### src/rtl/snw_pkg.sv
package snw_pkg;

    // Classification of a word by its upper bits
    typedef enum logic [1:0] {
        SNW_PLAIN = 2'd0,
        SNW_LOW   = 2'd1,
        SNW_HIGH  = 2'd2
    } snw_class_e;

endpackage

### src/rtl/snw_detect.sv
module snw_detect
    import snw_pkg::*;
#(
    parameter int HI_W = 8
) (
    input  logic [HI_W-1:0] hi_bits,
    output snw_class_e      word_class
);

    logic all_zero;
    logic all_one;

    always_comb begin
        all_zero = (hi_bits == '0);
        all_one  = (hi_bits == '1);
        if (all_zero) begin
            word_class = SNW_LOW;
        end else if (all_one) begin
            word_class = SNW_HIGH;
        end else begin
            word_class = SNW_PLAIN;
        end
    end

endmodule

### src/rtl/snw_patch.sv
module snw_patch
    import snw_pkg::*;
#(
    parameter int DATA_W = 10,
    parameter int LOW_W  = 2
) (
    input  logic [DATA_W-1:0] word_in,
    input  snw_class_e        word_class,
    input  logic              bypass,
    output logic [DATA_W-1:0] word_out
);

    localparam int HI_W = DATA_W - LOW_W;

    logic force_en;
    logic force_val;

    always_comb begin
        force_en  = !bypass && (word_class != SNW_PLAIN);
        force_val = (word_class == SNW_HIGH);
    end

    assign word_out[DATA_W-1:LOW_W] = word_in[DATA_W-1:LOW_W];

    for (genvar b = 0; b < LOW_W; b++) begin : g_low
        assign word_out[b] = force_en ? force_val : word_in[b];
    end

    logic unused_hi;
    assign unused_hi = ^word_in[DATA_W-1:DATA_W-HI_W] & 1'b0;

endmodule

### src/rtl/sync_word_normalizer.sv
module sync_word_normalizer
    import snw_pkg::*;
#(
    parameter int DATA_W = 10,
    parameter int LOW_W  = 2
) (
    input  logic              clk,
    input  logic              rst,
    input  logic [DATA_W-1:0] in_word,
    input  logic              in_valid,
    input  logic              bypass,
    output logic [DATA_W-1:0] out_word,
    output logic              out_valid,
    output logic              out_sync
);

    localparam int HI_W = DATA_W - LOW_W;

    typedef struct packed {
        logic [DATA_W-1:0] word;
        logic              valid;
        logic              sync;
    } snw_state_t;

    snw_state_t        st_d;
    snw_state_t        st_q;
    snw_class_e        cls;
    logic [DATA_W-1:0] patched;

    snw_detect #(
        .HI_W (HI_W)
    ) u_detect (
        .hi_bits    (in_word[DATA_W-1:LOW_W]),
        .word_class (cls)
    );

    snw_patch #(
        .DATA_W (DATA_W),
        .LOW_W  (LOW_W)
    ) u_patch (
        .word_in    (in_word),
        .word_class (cls),
        .bypass     (bypass),
        .word_out   (patched)
    );

    always_comb begin
        st_d       = st_q;
        st_d.valid = in_valid;
        st_d.sync  = in_valid && !bypass && (cls != SNW_PLAIN);
        if (in_valid) begin
            st_d.word = patched;
        end
    end

    always_ff @(posedge clk) begin
        if (rst) begin
            st_q <= '0;
        end else begin
            st_q <= st_d;
        end
    end

    assign out_word  = st_q.word;
    assign out_valid = st_q.valid;
    assign out_sync  = st_q.sync;

endmodule

### config.mk
export PLATFORM = sky130hd
export DESIGN_NAME = sync_word_normalizer
export DESIGN_NICKNAME = d
export VERILOG_FILES = /design/src/rtl/snw_pkg.sv /design/src/rtl/snw_detect.sv /design/src/rtl/snw_patch.sv /design/src/rtl/sync_word_normalizer.sv
export SDC_FILE = /design/constraint.sdc
export NUM_CORES = 1
export LEC_CHECK = 0
export ABC_CLOCK_PERIOD_IN_PS = 1600
export BUFFER_PORTS_ARGS = -buffer_cell sky130_fd_sc_hd__buf_2
export CAP_MARGIN = 20
export CELL_PAD_IN_SITES_DETAIL_PLACEMENT = 0
export CELL_PAD_IN_SITES_GLOBAL_PLACEMENT = 1
export CORE_MARGIN = 2
export CORE_UTILIZATION = 29
export CTS_CLUSTER_SIZE = 24
export DETAILED_ROUTE_END_ITERATION = 12
export PLACE_DENSITY = 0.86
export SLEW_MARGIN = 20
export SYNTH_ARGS = -nofsm -noshare
export SYNTH_HDL_FRONTEND = slang
export SYNTH_SLANG_ARGS = --single-unit
### constraint.sdc
create_clock -name clk -period 1.6 [get_ports clk]
set_input_delay 0.32 -clock clk [delete_from_list [all_inputs] [get_ports clk]]
set_output_delay 0.32 -clock clk [all_outputs]
set_load 0.005 [all_outputs]
Word-level counts from Yosys, hierarchy flattened
Cells that the tools add are included.
Word-level totals
  bits in registers: 12
  latch bits: 0
  bits in writable memories: 0
  bits in read-only memories: 0
  input port bits: 14
  output and inout bits: 12
  word-level logic and storage cells: 15
  memories: 0
Cells by class
  add/subtract/negate cells: 0
  multipliers: 0
  div/mod/pow operators: 0
  $lt $le $gt $ge: 0
  equal/unequal tests: 2
  shift operators: 0
  multiplexer cells: 4
  bitwise gates (word level): 0
  reduce and logical (&&, ||, !) cells: 6
Operators by type and width (number)
  equality test 8 bit, second input constant: 1
  zero test 8 bit: 1
  2-to-1 mux 2 bit: 2
  logical AND 1 bit: 3
  equality test 2 bit, second input constant: 1
  2-to-1 mux 1 bit: 2
  nonzero test 2 bit: 1
  zero test 1 bit: 1

Logic depth before layout (Yosys ltp)
Gate-level depths: netlist (run 1).
  depth after elaboration: 6
  gate-level depth with buffers: 3
  mapped depth without buffers: 3

Modules after synthesis
Synthesis (run 1) repeated with hierarchy kept, for this count alone.
Unflattened totals
  cell total of the unflattened synthesis: 58
  area total of the unflattened synthesis: 550.5 um^2
Modules (own cells, without submodules)
  sync_word_normalizer: instances 1, cells an instance 37, area each 417.9 um^2, seq. area each 240.2 um^2
  snw_patch: instances 1, cells an instance 14, area each 90.1 um^2, seq. area each 0.0 um^2
  snw_detect: instances 1, cells an instance 7, area each 42.5 um^2, seq. area each 0.0 um^2

Least setup slack after synthesis (run 1)
OpenSTA, ideal clock, no wires.
  kind: in2reg
  from: input in_word[5]
  to: register st_q (netlist bit out_sync)
  library setup time: 70 ps
  data arrival time: 1416 ps
  required time: 1530 ps
  slack: 114 ps
  cell stages on the path: 3
  buffers on the path: 0
  cells stage by stage: or4_4 -> or4_1 -> a21boi_1
On the way
  cells in the longest elaborated chain, start to end: 5
  elaborated cells between the ends (all ways): 6
  classes of those cells: 1 x eq/ne; 2 x mux; 3 x reduce/logical
RTL lines
  start: declaration: RTL line sync_word_normalizer.sv:9  | input logic [DATA_W-1:0] in_word,
  equality test 8 bit: RTL line snw_detect.sv:15  | all_one = (hi_bits == '1);
  2-to-1 mux 2 bit: RTL line snw_detect.sv:18  | end else if (all_one) begin
  2-to-1 mux 2 bit *: RTL line snw_detect.sv:16  | if (all_zero) begin
  nonzero test 2 bit *: RTL line sync_word_normalizer.sv:50  | st_d.sync = in_valid && !bypass && (cls != SNW_PLAIN);
  logical AND 1 bit *: RTL line sync_word_normalizer.sv:50
  end signal: assignment: RTL line sync_word_normalizer.sv:60  | st_q <= st_d;
  end: declaration: RTL line sync_word_normalizer.sv:26  | snw_state_t st_q;
Mark *: on every way between the ends. The rest lies on a longest branch, timed or not.
A chain may end at the register's enable or synchronous reset.

Worst setup path in the final report (run 1)
Ends and elaborated chain as after synthesis.

==> results of run 1 <==
[layout by cell type, fill, tap and decap left out, drive strengths merged]
cell type,instances
or3,1
nand4,1
clkbuf,3
o41ai,2
a311oi,2
buf,27
nor2,10
a21boi,1
or4b,1
nor2b,1
dfxtp,12
nand3,1
or4,2
mux2i,8
[state kept, by name, summed over array words and instances, names as in the netlist]
signal     flops
out_sync       1
out_valid      1
out_word      10
[layer usage]
layer	up-vias	global-route usage	wire [um]
li1	219	-	-
met1	193	0.146	467
met2	16	0.182	449
met3	4	0.0667	96
met4	0	0.0909	22
met5	-	0	0
[final timing paths]
path,start,to,slack [ps],depth (start not counted)
min reg2reg,out_word[0]$_SDFFE_PP0P_,out_word[0]$_SDFFE_PP0P_,480,2
max reg2reg,out_word[1]$_SDFFE_PP0P_,out_word[1]$_SDFFE_PP0P_,910,2
max,in_word[5],out_sync$_SDFF_PP0_,230,4
min,in_word[2],out_word[2]$_SDFFE_PP0P_,320,3
[per-stage QoR]
| stage | power, uW | TNS (ps) | setup slack (ps) |
|---|---|---|---|
| 2_1_floorplan | 366 | 0 | 114 |
| 3_3_place_gp | 412 | -23.3 | -23.3 |
| 3_5_place_dp | 413 | -46.2 | -46.2 |
| 4_1_cts | 589 | 0 | 233 |
| 5_1_grt | 616 | 0 | 177 |
| 6_report | 579 | 0 | 235 |
[report_power, final]
| part | total, uW | leakage (uW) | internal [uW] | switching, uW |
|---|---|---|---|---|
| sequential | 322 | 0.0000991 | 315 | 7.04 |
| combinational | 82.3 | 0.000202 | 43.3 | 39.0 |
| clock | 175 | 0.0000138 | 86.9 | 87.8 |
[cell families after synthesis]
kind of cell	Yosys count
buffers and inverters	2
multiplexers	8
AO/OA/AOI/OAI	5
flip-flops	12
AND/OR/NAND/NOR	17
[critical path, delay by kind of cell]
kind                   cells  cell delay, ps
buffers and inverters      1             110
and+or+nand+nor            2            1010
AOI/OAI and AO/OA          1             120
[layout make-up]
class                   count  area [um2]  share of cell area
flip-flops and latches     12         240               0.378
multi-input cells          30         213               0.335
repair buffers             27         140               0.220
clock buffers               3        22.5              0.0354
well taps                  16        20.0              0.0315
==> reports/metrics.csv, run 1 <==
stage;metric;value;unit
cells_and_area;nFillCells;152;
placement;dpl_cell_area;613;um2
route;wirelength;1040;um
setup_path;cp_data_arrival_time;1560;ps
timing;setup_viol;0;
synth;synth-simple-area-share;0.196;
clocking;numCtsBuffers;3;
route;final_antenna_net_count;0;
cells_and_area;nNetsFinal;88;
cells_and_area;drive_gt1_frac;0.444;
route;drc;0;
job;maxCapViolations;0;
cells_and_area;fin_util;0.427;
clocking;cts_resized;0;
placement;dp_hpwl;828;um
synth;yosysTopAreaCellShare;0.522;
placement;post-place-cells;85;
synth;yosysUniqueCellTypes;15;
setup_path;slowest_stage;or4_4;
timing;skew;0;ps
clocking;cts_tree;yes;
setup_path;path_cells;buf_2 > or4_4 > or4_1 > a21boi_1;
cells_and_area;syn2layout_area_growth;38.0;%
synth;synthCells;44;
timing;timing.hold.ws;319;ps
global_routing;grt_overflow;0;
global_routing;grt_usage;0.128;
die;placementRows;14;
clocking;htreeDepth;1;
synth;synth_edf_count;0;
synth;synth-compound-area-share;0.0924;
global_routing;antenna_found_initial;0;
setup_path;slowest_delay;540;ps
synth;async_flop_share;0;
setup_path;crit_path_start_kind;primary input;
synth;synth_xor_area_frac;0;
placement;gp_congestion;0.667;
global_routing;grt_pass1_vias;414;
setup_path;crit_fanout;3;
clocking;hold_buffers;0;
cells_and_area;postLayoutCellArea;636;um2
die;ioPinCount;26;
synth;ys_seq_area_frac;0.522;
timing;maxSlewViolCount;0;
route;routedWlPerCell;11.8;um
setup_path;critical_path_class;primary input to flip-flop;
timing;fin_crit;1370;ps
timing;finalCritPeriodShare;0.853;
timing;max-slew-margin-rel;0.794;
die;core-area;1490;um2
power;ir_drop;0.341;mV
synth;synth.ff_latch_count;12;
synth;synth_area_leader_cell;dfxtp_1;
synth;synth.area.top_cells;dfxtp_1 (52%), mux2i_1 (17%), nor2_1 (8.2%), a311oi_1 (3.8%), o41ai_1 (3.8%);
synth;synthesis.area;460;um2
synth;synthAdderAreaFrac;0;
synth;ys.warnings.count;0;
route;first_pass_iters;4;
setup_path;crit_required;1800;ps
synth;synth_top_family_by_area;simple AND/OR/NAND/NOR gates;
die;die_area;1920;um2
global_routing;grt_start_max_net_pins;14;
synth;syn_nets;58;
clocking;cts_buffer_depth;2;
synth;ys.flop_type;dfxtp_1;
synth;synth_common_cells;dfxtp_1 (12), nor2_1 (10), mux2i_1 (8), a311oi_1 (2), o41ai_1 (2);
die;die_h;43.8;um
power;powerDensity;911;nW/um2
die;fp.dieW;43.8;um
status;status;complete, no violations;
synth;synth_most_common_cell;dfxtp_1;
route;viasPerCell;4.91;
placement;portBuffers;25;
global_routing;grt_first_pass_wirelength;1710;um
die;initial_utilization;0.309;
power;p_leak;0.000315;uW
cells_and_area;instances_no_fill;88;
timing;worst_pin_slew;309;ps
cells_and_area;antenna_cells;0;
clocking;clkSlewWorstSetupHoldPaths;70;ps
timing;finalHoldViolCount;0;
clocking;postCtsSetupBuffers;0;
setup_path;end_kind;flip-flop;
timing;clock.fmax;0.733;GHz
route;vias;432;
clocking;clock_latency;260;ps
timing;rsz0062_at_grt;no;
synth;syn_area_per_cell;10.5;um2
clocking;ctsRootBufferMaster;clkbuf_4;
route;drt_iter0_drc;2;
worst_hold_path;min_path_type;primary input to flip-flop;
synth;muxShareOfSynthArea;0.174;
clocking;cts.sinks;12;
Note: power is estimated with default switching activity, not from simulation.
==> run 2: changes to the inputs <==
--- a/config.mk
+++ b/config.mk
@@ -5,16 +5,17 @@
 export SDC_FILE = /design/constraint.sdc
 export NUM_CORES = 1
 export LEC_CHECK = 0
-export ABC_CLOCK_PERIOD_IN_PS = 1600
+export ABC_CLOCK_PERIOD_IN_PS = 1500
 export BUFFER_PORTS_ARGS = -buffer_cell sky130_fd_sc_hd__buf_2
 export CAP_MARGIN = 20
 export CELL_PAD_IN_SITES_DETAIL_PLACEMENT = 0
 export CELL_PAD_IN_SITES_GLOBAL_PLACEMENT = 1
 export CORE_MARGIN = 2
-export CORE_UTILIZATION = 29
+export CORE_UTILIZATION = 31
+export CTS_BUF_LIST = sky130_fd_sc_hd__clkbuf_4
 export CTS_CLUSTER_SIZE = 24
 export DETAILED_ROUTE_END_ITERATION = 12
-export PLACE_DENSITY = 0.86
+export PLACE_DENSITY = 0.9
 export SLEW_MARGIN = 20
 export SYNTH_ARGS = -nofsm -noshare
 export SYNTH_HDL_FRONTEND = slang
==> constraint.sdc (replaced) <==
create_clock -name clk -period 1.5 [get_ports clk]
set_input_delay 0.3 -clock clk [delete_from_list [all_inputs] [get_ports clk]]
set_output_delay 0.3 -clock clk [all_outputs]
set_load 0.005 [all_outputs]
==> run 2 against run 1 <==
Sequential power rose by 6.8%. Global-route usage rose by 0.29 points. Critical path type unchanged. Critical endpoint unchanged. Highest routed layer unchanged. Critical path depth did not move.
==> reports/metrics.csv, run 2 (synthesis results as in run 1) <==
stage;metric;value;unit;change
setup_path;end_kind;flip-flop;;unchanged
clocking;cts_resized;0;;unchanged
die;placementRows;13;;was 14
timing;fin_crit;1350;ps;
status;status;complete, no violations;;unchanged
setup_path;r2r_cells;2;;unchanged
timing;fin_setup_tns;0;ps;unchanged
cells_and_area;multi_input_area;213;um2;unchanged
timing;maxSlewViolCount;0;;unchanged
global_routing;grt_overflow;0;;unchanged
setup_path;r2r-end;out_word[1]$_SDFFE_PP0P_;;unchanged
global_routing;grt_usage;0.131;;was 0.128
route;drc;0;;unchanged
clocking;cts_buffer_depth;2;;unchanged
route;drt_iter0_drc;7;;was 2
route;vias;440;;was 432
clocking;numCtsBuffers;3;;unchanged
setup_path;worst-r2r-setup-slack;780;ps;was 910 ps
setup_path;cp-startpoint;in_word[5];;unchanged
cells_and_area;drive_gt1_frac;0.452;;was 0.444
timing;finalCritPeriodShare;0.898;;
clocking;htreeDepth;1;;unchanged
setup_path;crit_path_start_kind;primary input;;unchanged
timing;setup_slack;153;ps;was 235 ps
route;viasPerCell;5.00;;was 4.91
placement;dp_hpwl;833;um;was 828 um
die;core-area;1350;um2;was 1490 um2
placement;portBuffers;25;;unchanged
die;die_h;42.5;um;was 43.8 um
global_routing;antenna_found_initial;0;;unchanged
die;fp.dieW;42.5;um;was 43.8 um
route;wirelength;1030;um;was 1040 um
clocking;clock_latency;270;ps;was 260 ps
setup_path;crit_required;1700;ps;was 1800 ps
clocking;postCtsSetupBuffers;0;;unchanged
cells_and_area;fin_util;0.475;;was 0.427
setup_path;crit_fanout;3;;unchanged
global_routing;grt_pass1_vias;432;;was 414
cells_and_area;nNetsFinal;89;;was 88
die;ioPinCount;26;;unchanged
clocking;cts_tree;yes;;unchanged
power;p_leak;0.000320;uW;was 0.000315 uW
placement;gp_congestion;0.755;;was 0.667
die;initial_utilization;0.341;;was 0.309
cells_and_area;instances_no_fill;88;;unchanged
global_routing;grt_first_pass_wirelength;1750;um;was 1710 um
power;powerDensity;967;nW/um2;was 911 nW/um2
cells_and_area;antenna_cells;0;;unchanged
clocking;hold_buffers;0;;unchanged
cells_and_area;layout_common_cells;buf_2 (25), dfxtp_1 (12), nor2_1 (10);;unchanged
worst_hold_path;hold_path_depth;3;;unchanged
power;ir_drop;0.528;mV;was 0.341 mV
timing;rsz0062_at_grt;no;;unchanged
timing;finalHoldViolCount;0;;unchanged
setup_path;endpoint;out_sync$_SDFF_PP0_;;unchanged
cells_and_area;syn2layout_area_growth;39.4;%;was 38.0%
timing;worst_pin_slew;314;ps;was 309 ps
route;routedWlPerCell;11.7;um;was 11.8 um
setup_path;cp_data_arrival_time;1550;ps;was 1560 ps
placement;pre_cts_slack;-128;ps;was -46.2 ps
die;die_area;1810;um2;was 1920 um2
cells_and_area;nFillCells;137;;was 152
timing;setup_viol;0;;unchanged
setup_path;r2r_start;out_word[1]$_SDFFE_PP0P_;;unchanged
clocking;ctsRootBufferMaster;clkbuf_4;;unchanged
timing;max-slew-margin-rel;0.791;;was 0.794
clocking;clkSlewWorstSetupHoldPaths;70;ps;about the same
global_routing;grt_start_max_net_pins;14;;unchanged
timing;clock.fmax;0.742;GHz;
timing;skew;0;ps;unchanged
cells_and_area;layout_commonest_cell;buf_2;;unchanged
route;first_pass_iters;4;;unchanged
route;final_antenna_net_count;0;;unchanged
placement;post-place-cells;85;;unchanged
worst_hold_path;min_path_type;primary input to flip-flop;;unchanged
cells_and_area;largest_register_ff_count;10;;unchanged
clocking;cts.sinks;12;;unchanged
job;maxCapViolations;0;;unchanged
setup_path;critical_path_class;primary input to flip-flop;;unchanged
cells_and_area;seq_area;240;um2;unchanged
==> run 2: cell count changes in the layout (fill, tap and decap cells not counted), sizes merged <==
cell	previous run	this run
buf	27	28
==> run 2: layer usage <==
metal / up-vias / track usage / routed length [um]
met4: 0 / 0.0375 / 12
met3: 2 / 0.0733 / 91
met1: 200 / 0.126 / 396
met5: - / 0 / 0
li1: 222 / - / -
met2: 16 / 0.237 / 527
==> run 2: power by group <==
part,internal (uW),switching [uW],total [uW]
clock network,92.8,94.1,187
registers,336,7.48,344
logic,47.8,42.4,90.1
==> run 2: stage by stage <==
| step | hold WS [ps] | total power [uW] | cell area (um2) |
|---|---|---|---|
| floorplan | 380 | 390 | 460 |
| global placement | 470 | 441 | 619 |
| detailed placement | 480 | 443 | 619 |
| CTS | 298 | 632 | 642 |
| global route | 294 | 667 | 642 |
| finish | 301 | 621 | 642 |
==> run 2: worst min path at each step <==
stage                        startpoint                       end  slack [ps]
3_5_place_dp   out_word[9]$_SDFFE_PP0P_  out_word[9]$_SDFFE_PP0P_         480
4_1_cts                      in_word[8]  out_word[8]$_SDFFE_PP0P_         300
5_1_grt                      in_word[0]  out_word[0]$_SDFFE_PP0P_         290
3_3_place_gp   out_word[2]$_SDFFE_PP0P_  out_word[2]$_SDFFE_PP0P_         470
6_report                     in_word[2]  out_word[2]$_SDFFE_PP0P_         300
2_1_floorplan                       rst      out_valid$_SDFF_PP0_         380
==> run 2: layout make-up <==
class                      instances  share of cell area
clock buffer                       3              0.0351
multi-input combinational         30               0.331
tap                               15              0.0292
timing repair buffer              28               0.230
sequential                        12               0.374
==> run 2: critical path, stage by stage <==
cell and delay (ps):
buf_2 110, or4_4 540, or4_1 470, a21boi_1 130
==> run 3: changes to the inputs <==
--- a/config.mk
+++ b/config.mk
@@ -16,6 +16,7 @@
 export CTS_CLUSTER_SIZE = 24
 export DETAILED_ROUTE_END_ITERATION = 12
 export PLACE_DENSITY = 0.9
+export RECOVER_POWER = 100
 export SLEW_MARGIN = 20
 export SYNTH_ARGS = -nofsm -noshare
 export SYNTH_HDL_FRONTEND = slang
==> run 3 against run 2 <==
Sequential power is essentially flat. Maximum frequency fell by 1.3%. Sequential share of layout area rose by 0.67 points. Routed wire length up 0.97%. Cell count unchanged. First-iteration DRC count up 14%. Critical path depth is the same. Non-clock buffer count unchanged. Die area unchanged. Critical path type unchanged. Largest power group unchanged.
==> reports/metrics.csv, run 3 (synthesis results as in run 1) <==
stage;metric;value;unit;change
status;status;complete, no violations;;unchanged
route;route.met3.wl;91;um;unchanged
clocking;clock_latency;270;ps;about the same
timing;setup_slack;135;ps;was 153 ps
timing;max-slew-margin-rel;0.504;;was 0.791
die;die_h;42.5;um;unchanged
cells_and_area;nNetsFinal;89;;unchanged
cells_and_area;syn2layout_area_growth;37.0;%;was 39.4%
clocking;cts_resized;0;;unchanged
timing;maxSlewViolCount;0;;unchanged
power;powerDensity;980;nW/um2;was 967 nW/um2
global_routing;grt_usage;0.131;;unchanged
die;fp.dieW;42.5;um;unchanged
route;drt_iter0_drc;8;;was 7
cells_and_area;antenna_cells;0;;unchanged
timing;fin_crit;1360;ps;was 1350 ps
power;ir_drop;0.528;mV;about the same
route;wl_met2;526;um;was 527 um
power;clockPowerShare;0.302;;was 0.301
route;vias;438;;was 440
route;drc;0;;unchanged
timing;finalCritPeriodShare;0.910;;was 0.898
setup_path;crit_path_start_kind;primary input;;unchanged
setup_path;crit_required;1700;ps;about the same
global_routing;grt_first_pass_wirelength;1750;um;unchanged
timing;worst_pin_slew;745;ps;was 314 ps
placement;dp_hpwl;833;um;unchanged
cells_and_area;postLayoutCellArea;631;um2;was 642 um2
placement;pre_cts_slack;-128;ps;unchanged
clocking;postCtsSetupBuffers;0;;unchanged
placement;dpl_cell_area;619;um2;unchanged
cells_and_area;nFillCells;144;;was 137
die;placementRows;13;;unchanged
power;combPwrFrac;0.141;;was 0.145
cells_and_area;layout_common_cells;buf_2 (19), dfxtp_1 (12), nor2_1 (10);;was buf_2 (25), dfxtp_1 (12), nor2_1 (10)
global_routing;grt_pass1_vias;432;;unchanged
timing;clock.fmax;0.733;GHz;was 0.742 GHz
global_routing;grt_overflow;0;;unchanged
route;routedWlPerCell;11.8;um;was 11.7 um
timing;skew;0;ps;unchanged
route;route.top_layer_used;met4;;unchanged
timing;fin_setup_tns;0;ps;unchanged
timing;rsz0062_at_grt;no;;unchanged
clocking;clkSlewWorstSetupHoldPaths;70;ps;about the same
power;p_leak;0.000298;uW;was 0.000320 uW
clocking;htreeDepth;1;;unchanged
setup_path;crit_fanout;3;;unchanged
cells_and_area;multi_input_area;209;um2;was 213 um2
power;p_sw_frac;0.233;;was 0.232
placement;portBuffers;25;;unchanged
die;core-area;1350;um2;unchanged
power;p_seq_frac;0.557;;was 0.554
cells_and_area;largest_register_ff_count;10;;unchanged
route;viasPerCell;4.98;;was 5.00
timing;finalHoldViolCount;0;;unchanged
timing;timing.hold.ws;301;ps;about the same
die;initial_utilization;0.341;;unchanged
cells_and_area;seq_area;240;um2;unchanged
die;ioPinCount;26;;unchanged
clocking;ctsRootBufferMaster;clkbuf_4;;unchanged
job;maxCapViolations;0;;unchanged
clocking;cts_buffer_depth;2;;unchanged
route;first_pass_iters;4;;unchanged
route;wl_met1;405;um;was 396 um
setup_path;critical_path_class;primary input to flip-flop;;unchanged
cells_and_area;drive_gt1_frac;0.356;;was 0.452
power;p_int;474;uW;was 477 uW
placement;gp_congestion;0.755;;unchanged
clocking;cts.sinks;12;;unchanged
setup_path;cp_data_arrival_time;1570;ps;was 1550 ps
route;wirelength;1040;um;was 1030 um
clocking;hold_buffers;0;;unchanged
setup_path;end_kind;flip-flop;;unchanged
timing;setup_viol;0;;unchanged
power;p_sw;144;uW;about the same
clocking;cts_tree;yes;;unchanged
clocking;numCtsBuffers;3;;unchanged
die;die_area;1810;um2;unchanged
route;final_antenna_net_count;0;;unchanged
worst_hold_path;min_path_type;primary input to flip-flop;;unchanged
cells_and_area;layout_commonest_cell;buf_2;;unchanged
global_routing;grt_start_max_net_pins;14;;unchanged
global_routing;antenna_found_initial;0;;unchanged
==> run 3: cell types whose count changed in the layout (fill, tap and decap cells not counted) <==
cell / previous run / this run
buf_2: 25 / 19
clkbuf_1: 0 / 6
or4_1: 1 / 2
or4_4: 1 / 0
==> run 3: power groups by stage <==
stage / registers [uW] / clock network [uW] / logic [uW]
floorplan: 354 / 0 / 36.8
global placement: 350 / 0 / 90.3
detailed placement: 351 / 0 / 91.8
CTS: 344 / 196 / 92.2
global route: 346 / 220 / 97.4
finish: 344 / 187 / 87.1
==> run 3: worst paths after layout <==
check | from | endpoint | slack, ps | cells after the start
max | in_word[5] | out_sync$_SDFF_PP0_ | 140 | 4
min | in_word[2] | out_word[2]$_SDFFE_PP0P_ | 300 | 3
max reg2reg | out_word[1]$_SDFFE_PP0P_ | out_word[1]$_SDFFE_PP0P_ | 760 | 2
min reg2reg | out_word[2]$_SDFFE_PP0P_ | out_word[2]$_SDFFE_PP0P_ | 490 | 2
==> run 3: stage by stage <==
stage,power (uW),cells,util
floorplan,390,44,-
global placement,441,85,0.459
detailed placement,443,85,0.459
CTS,632,88,0.475
global route,664,88,0.467
finish,618,88,0.467
==> run 3: final cells by class <==
type / count / share of cell area
tap: 15 / 0.0298
multi-input combinational: 30 / 0.331
clock buffer: 3 / 0.0357
timing repair buffer: 28 / 0.222
sequential: 12 / 0.381
==> run 3: per-layer routing <==
layer,up-vias,track usage
met4,0,0.0375
met3,2,0.0733
met1,198,0.126
met5,-,0
li1,222,-
met2,16,0.237
==> run 3: critical path, cell delays in order <==
cell and delay [ps]:
clkbuf_1 90, or4_1 560, or4_1 480, a21boi_1 130
